File: src/rtl/iotlb_cache.sv
module iotlb_cache #(
  parameter int ENTRIES = 8,
  parameter int PFN_W   = 20,
  localparam int IDX_W  = $clog2(ENTRIES),
  localparam int CNT_W  = $clog2(ENTRIES + 1)
) (
  input  logic             clk,
  input  logic             rst_n,
  input  logic [CNT_W-1:0] cfg_lines,
  input  logic             lk_valid,
  input  logic [6:0]       lk_asid,
  input  logic [31:0]      lk_va,
  output logic             lk_hit,
  output logic [PFN_W-1:0] lk_pfn,
  output logic [2:0]       lk_perm,
  input  logic             fill_en,
  input  logic [6:0]       fill_asid,
  input  logic [19:0]      fill_vpn,
  input  logic [PFN_W-1:0] fill_pfn,
  input  logic [2:0]       fill_perm,
  input  logic             flush_en,
  input  logic [31:0]      flush_cmd
);
  logic [ENTRIES-1:0] vld, active, hit_vec, same_vec, empty_vec, fl_vec;
  logic [6:0]       t_asid [ENTRIES];
  logic [19:0]      t_vpn  [ENTRIES];
  logic [PFN_W-1:0] t_pfn  [ENTRIES];
  logic [2:0]       t_perm [ENTRIES];
  logic [IDX_W-1:0] rr, rr_eff, vic;
  logic             use_rr, do_fill;
  logic [PFN_W-1:0] pfn_m;
  logic [2:0]       perm_m;

  logic unused_bits;
  assign unused_bits = ^{lk_va[11:0], flush_cmd[23:20]};

  for (genvar i = 0; i < ENTRIES; i++) begin : g_line
    logic va_ok;
    assign active[i]    = CNT_W'(i) < cfg_lines;
    assign hit_vec[i]   = vld[i] & active[i] & (t_asid[i] == lk_asid) & (t_vpn[i] == lk_va[31:12]);
    assign same_vec[i]  = vld[i] & active[i] & (t_asid[i] == fill_asid) & (t_vpn[i] == fill_vpn);
    assign empty_vec[i] = ~vld[i] & active[i];
    always_comb
      case (flush_cmd[1:0])
        2'd0:    va_ok = 1'b1;
        2'd2:    va_ok = t_vpn[i][19:10] == flush_cmd[19:10];
        2'd3:    va_ok = t_vpn[i][19:2] == flush_cmd[19:2];
        default: va_ok = 1'b0;
      endcase
    assign fl_vec[i] = flush_en & va_ok & (~flush_cmd[31] | (t_asid[i] == flush_cmd[30:24]));
  end

  assign rr_eff  = (CNT_W'(rr) < cfg_lines) ? rr : '0;
  assign do_fill = fill_en & (cfg_lines != '0);

  always_comb begin
    vic    = rr_eff;
    use_rr = 1'b1;
    for (int i = ENTRIES - 1; i >= 0; i--)
      if (empty_vec[i]) begin vic = IDX_W'(i); use_rr = 1'b0; end
    for (int i = ENTRIES - 1; i >= 0; i--)
      if (same_vec[i]) begin vic = IDX_W'(i); use_rr = 1'b0; end
  end

  always_comb begin
    pfn_m  = '0;
    perm_m = '0;
    for (int i = 0; i < ENTRIES; i++)
      if (hit_vec[i]) begin pfn_m |= t_pfn[i]; perm_m |= t_perm[i]; end
  end

  always_ff @(posedge clk or negedge rst_n)
    if (!rst_n) begin
      vld     <= '0;
      rr      <= '0;
      lk_hit  <= 1'b0;
      lk_pfn  <= '0;
      lk_perm <= '0;
    end else begin
      lk_hit  <= lk_valid & (|hit_vec);
      lk_pfn  <= lk_valid ? pfn_m : '0;
      lk_perm <= lk_valid ? perm_m : '0;
      vld     <= (vld & ~fl_vec) | (do_fill ? (ENTRIES'(1) << vic) : '0);
      if (do_fill && use_rr)
        rr <= (CNT_W'(vic) + CNT_W'(1) >= cfg_lines) ? '0 : vic + IDX_W'(1);
    end

  always_ff @(posedge clk)
    if (do_fill) begin
      t_asid[vic] <= fill_asid;
      t_vpn[vic]  <= fill_vpn;
      t_pfn[vic]  <= fill_pfn;
      t_perm[vic] <= fill_perm;
    end

  assert_single_match_R3: assert property (@(posedge clk) disable iff (!rst_n) $onehot0(hit_vec));
  assert_latency_R2: assert property (@(posedge clk) disable iff (!rst_n) lk_hit |-> $past(lk_valid));
  assert_fill_in_range_R4: assert property (@(posedge clk) disable iff (!rst_n)
    fill_en |=> ((vld & ~$past(vld) & ~$past(active)) == '0));
  assert_flush_all_R5: assert property (@(posedge clk) disable iff (!rst_n)
    (flush_en && !flush_cmd[31] && flush_cmd[1:0] == 2'd0 && !fill_en) |=> (vld == '0));
  assert_reserved_nop_R9: assert property (@(posedge clk) disable iff (!rst_n)
    (flush_en && flush_cmd[1:0] == 2'd1 && !fill_en) |=> $stable(vld));
endmodule

File: config.mk
export PLATFORM = sky130hd
export DESIGN_NAME = iotlb_cache
export DESIGN_NICKNAME = d
export VERILOG_FILES = /design/src/rtl/iotlb_cache.sv
export SDC_FILE = /design/constraint.sdc
export NUM_CORES = 1
export LEC_CHECK = 0
export BUFFER_PORTS_ARGS = -buffer_cell sky130_fd_sc_hd__buf_2
export CORE_MARGIN = 2
export CORE_UTILIZATION = 41
export DETAILED_ROUTE_END_ITERATION = 8
export HOLD_SLACK_MARGIN = 0.06
export PLACE_DENSITY = 0.55
export SLEW_MARGIN = 30
export SYNTH_ARGS = -nofsm -noshare
export SYNTH_HDL_FRONTEND = slang
export SYNTH_SLANG_ARGS = --single-unit
export TNS_END_PERCENT = 1
File: constraint.sdc
create_clock -name clk -period 16.3 [get_ports clk]
set_input_delay 1.63 -clock clk [delete_from_list [all_inputs] [get_ports clk]]
set_output_delay 1.63 -clock clk [all_outputs]
set_load 0.01 [all_outputs]
==> metrics.txt <==
Final nets=slightly below 2000; Pwr Total=around 0.0034 W; Critical-path top delay cell=o31ai_1; Post-synth ARST share=0.0805; H-Tree Depth=2; RSZ-0062 raised after global routing=false; WP data required=16.83 ns; critical path class=input pin to flop; Final ANT Viol Nets=0; core area=0.0539 sq mm; postcts setup bufs=0; status=finished clean; Worst-Skew Late Latency=roughly 0.62 ns; period utilization=0.384; Buf+Inv Stages, Crit Path=2; Filler Cells Inserted=slightly below 5000; worst path cell trace=buf_2 > xor2_1 > nor4_1 > nand4_1 > nor4_1 > a211oi_1 > o31ai_1 > a21o_1 > inv_2 > ha_1 > ha_1 > ha_1 > a21o_1 > a21oi_1 > nand2_1 > o21ai_1; Inserted Clock Buffers=50; Clock Pin Slew Worst Setup and Hold Paths=around 0.06 ns; top-count cell post-synth=edfxtp_1; gr usage total=0.302; Hold WC Path Type=flop to flop; Worst path most repeated cell=ha_1; Crit Path Max Fanout=16; Routed WL=between 80000 and 90000 um; Initial DRC Count=between 1000 and 1500; Seq/Total Area, Yosys=0.575; Layout area overhead=13.5%; CTS tree=yes; CTS-repair resized insts=0; crit end category=flop; num rows=85; multi-input logic area=0.00911 sq mm; MaxCap Viol Count=0; ranking of synthesized cells by area=edfxtp_1 54%, xor2_1 14%, xnor2_1 11%; worst-case vdd ir drop=just over 0.1 mV; Mapped Nets=roughly 1800; Clock Tree Buf Depth=3; Fin Clk Skew=between 0.04 and 0.05 ns; Max-slew headroom=0.245; # setup viols final=0; post-DR vias/cell=about 6; DR pass1 iterations=5; vias in the first global route=roughly 15000; top cell type's share of synthesized area=0.536; Hold Fails Final Rpt=0; Netlist cell types=64; Max stage delay on crit path=approximately 0.9 ns; syn_area_per_cell=approximately 13 sq um; Post-synth EDFFs=400; DPL Wire Length=approximately 57000 um; post-route minimum period=between 6 and 7 ns; CP delay by family, top=compound AO/OA/AOI/OAI gates; share of cells above drive strength 1=0.148; drc violations=0; clock sinks=approximately 440; width of the chip=approximately 240 um; number of synthesized register bits=435; setup TNS=0 ns; Port Buffer Count=~140; IO Count=154; initial core utilization=0.415; synth warn=0; WL/cell=roughly 34 um; Post-Synthesis Cell Area=~0.022 sq mm; register area=0.0129 sq mm; CTS Hold Bufs=0; maximum clock frequency=around 0.16 GHz; Least-Margin Pin Slew=about 1.1 ns; DR vias=~15000; initial antenna violation count=10; most frequent cells after synthesis=400 x edfxtp_1, 348 x xor2_1, 284 x xnor2_1, 90 x nand4_1, 87 x nor4_1; gr ovfl total=0; Top FF cell, synth=edfxtp_1; die height=238 um; Synth Instances=between 1500 and 2000; Max Slew Vio Count=0; largest net degree at the start of global routing=51; crit path launch type=input pin; RePlAce Congestion=1.01; Synth area leader=edfxtp_1; Power Density=around 130 mW/mm^2; first-pass GRT wire length=approximately 120000 um; Worst EP arrival=~6.8 ns; DIE AREA=about 0.057 sq mm; Leakage=8.50 nW; Clock Root Buffer=clkbuf_16
-- report_power, final --
part | internal, W | total (W) | switching (W) | leakage [nW]
clock network | 0.000647 | 0.00112 | 0.000474 | 0.789
logic | 0.000224 | 0.000672 | 0.000448 | 3.61
registers | 0.00142 | 0.00157 | 0.000151 | 4.10
total | 0.00229 | 0.00337 | 0.00107 | 8.50
-- stage by stage --
stage               std cells  setup WS (ns)  area [sq um]  hold slack (ns)  utilization
CTS                      2529          10.20         25400            0.545        0.471
detailed placement       2438           9.55         23800            0.525        0.441
global placement         2438           9.55         23700            0.517        0.440
finish                   2534          10.04         25400            0.539        0.471
global route             2533           9.96         25400            0.572        0.471
floorplan                1684           8.70         22400            0.481            -
-- logic make-up (layout without fill, tap and decap cells) --
logic type               Yosys count  count (layout)  synth area share
adder cells (fa/ha/maj)           13              13           0.00715
buffers and inverters            115             264            0.0241
AND/OR/NAND/NOR                  314             314            0.0843
flip-flops                       435             435             0.575
XOR/XNOR                         632             632             0.247
AO/OA/AOI/OAI                    175             175            0.0618
other                              0               5                 0
-- flip-flops by register name (all words and copies together), names as in the netlist --
signal   flops
lk_perm      3
t_asid      56
t_pfn      160
t_perm      24
lk_hit       1
vld          8
t_vpn      160
rr           3
lk_pfn      20
-- final cells by class --
cell class	count	area share
flip-flops and latches	435	0.507
multi-input cells	1134	0.358
clock buffers	60	0.0507
repair buffers	165	0.0353
well taps	696	0.0343
clock inverters	31	0.0126
inverters	8	0.00118
diodes	5	0.000492
-- cell usage in the layout, fill, tap and decap left out, types with 10 or more instances in the layout --
cell	Yosys	layout
a221oi_1	21	21
a22o_1	23	23
a22oi_1	43	43
a31oi_1	22	22
buf_2	56	137
buf_4	4	28
clkbuf_1	38	10
clkbuf_16	0	50
clkinv_2	0	12
dfrtp_1	35	35
edfxtp_1	400	400
ha_1	12	12
nand2_1	37	37
nand3_1	20	20
nand4_1	90	90
nor2_1	23	23
nor4_1	87	85
o41ai_1	24	19
xnor2_1	284	284
xor2_1	348	348
-- tightest hold or removal path, delay by kind of cell, from the launching register on --
| family | cells | cell delay [ns] |
|---|---|---|
| AO/OA/AOI/OAI | 2 | 0.18 |
| flip-flops | 1 | 0.32 |
-- final timing paths --
| kind | to | slack [ns] | cells after the start | start |
|---|---|---|---|---|
| hold / removal | lk_pfn[14] | 0.54 | 2 | t_pfn[5][14] |
| min in group asynchronous | vld[1] | 1.14 | 2 | rst_n |
| max in group asynchronous | lk_pfn[8] | 14.64 | 2 | rst_n |
| setup / recovery | rr[0] | 10.04 | 16 | fill_vpn[10] |
| hold reg to reg | lk_pfn[14] | 0.54 | 2 | t_pfn[5][14] |
| setup reg to reg | rr[0] | 10.99 | 15 | t_vpn[6][10] |
-- layer usage --
| layer | global-route usage | routed length [um] | part of all wire | vias to the layer above |
|---|---|---|---|---|
| met4 | 0.196 | 6330 | 0.074 | 12 |
| met2 | 0.477 | 39300 | 0.46 | 762 |
| li1 | - | - | - | 6510 |
| met1 | 0.381 | 33800 | 0.39 | 7632 |
| met3 | 0.0579 | 6070 | 0.071 | 227 |
| met5 | 0 | 76 | 0.00089 | - |
Power figures use the tool's default switching activity.
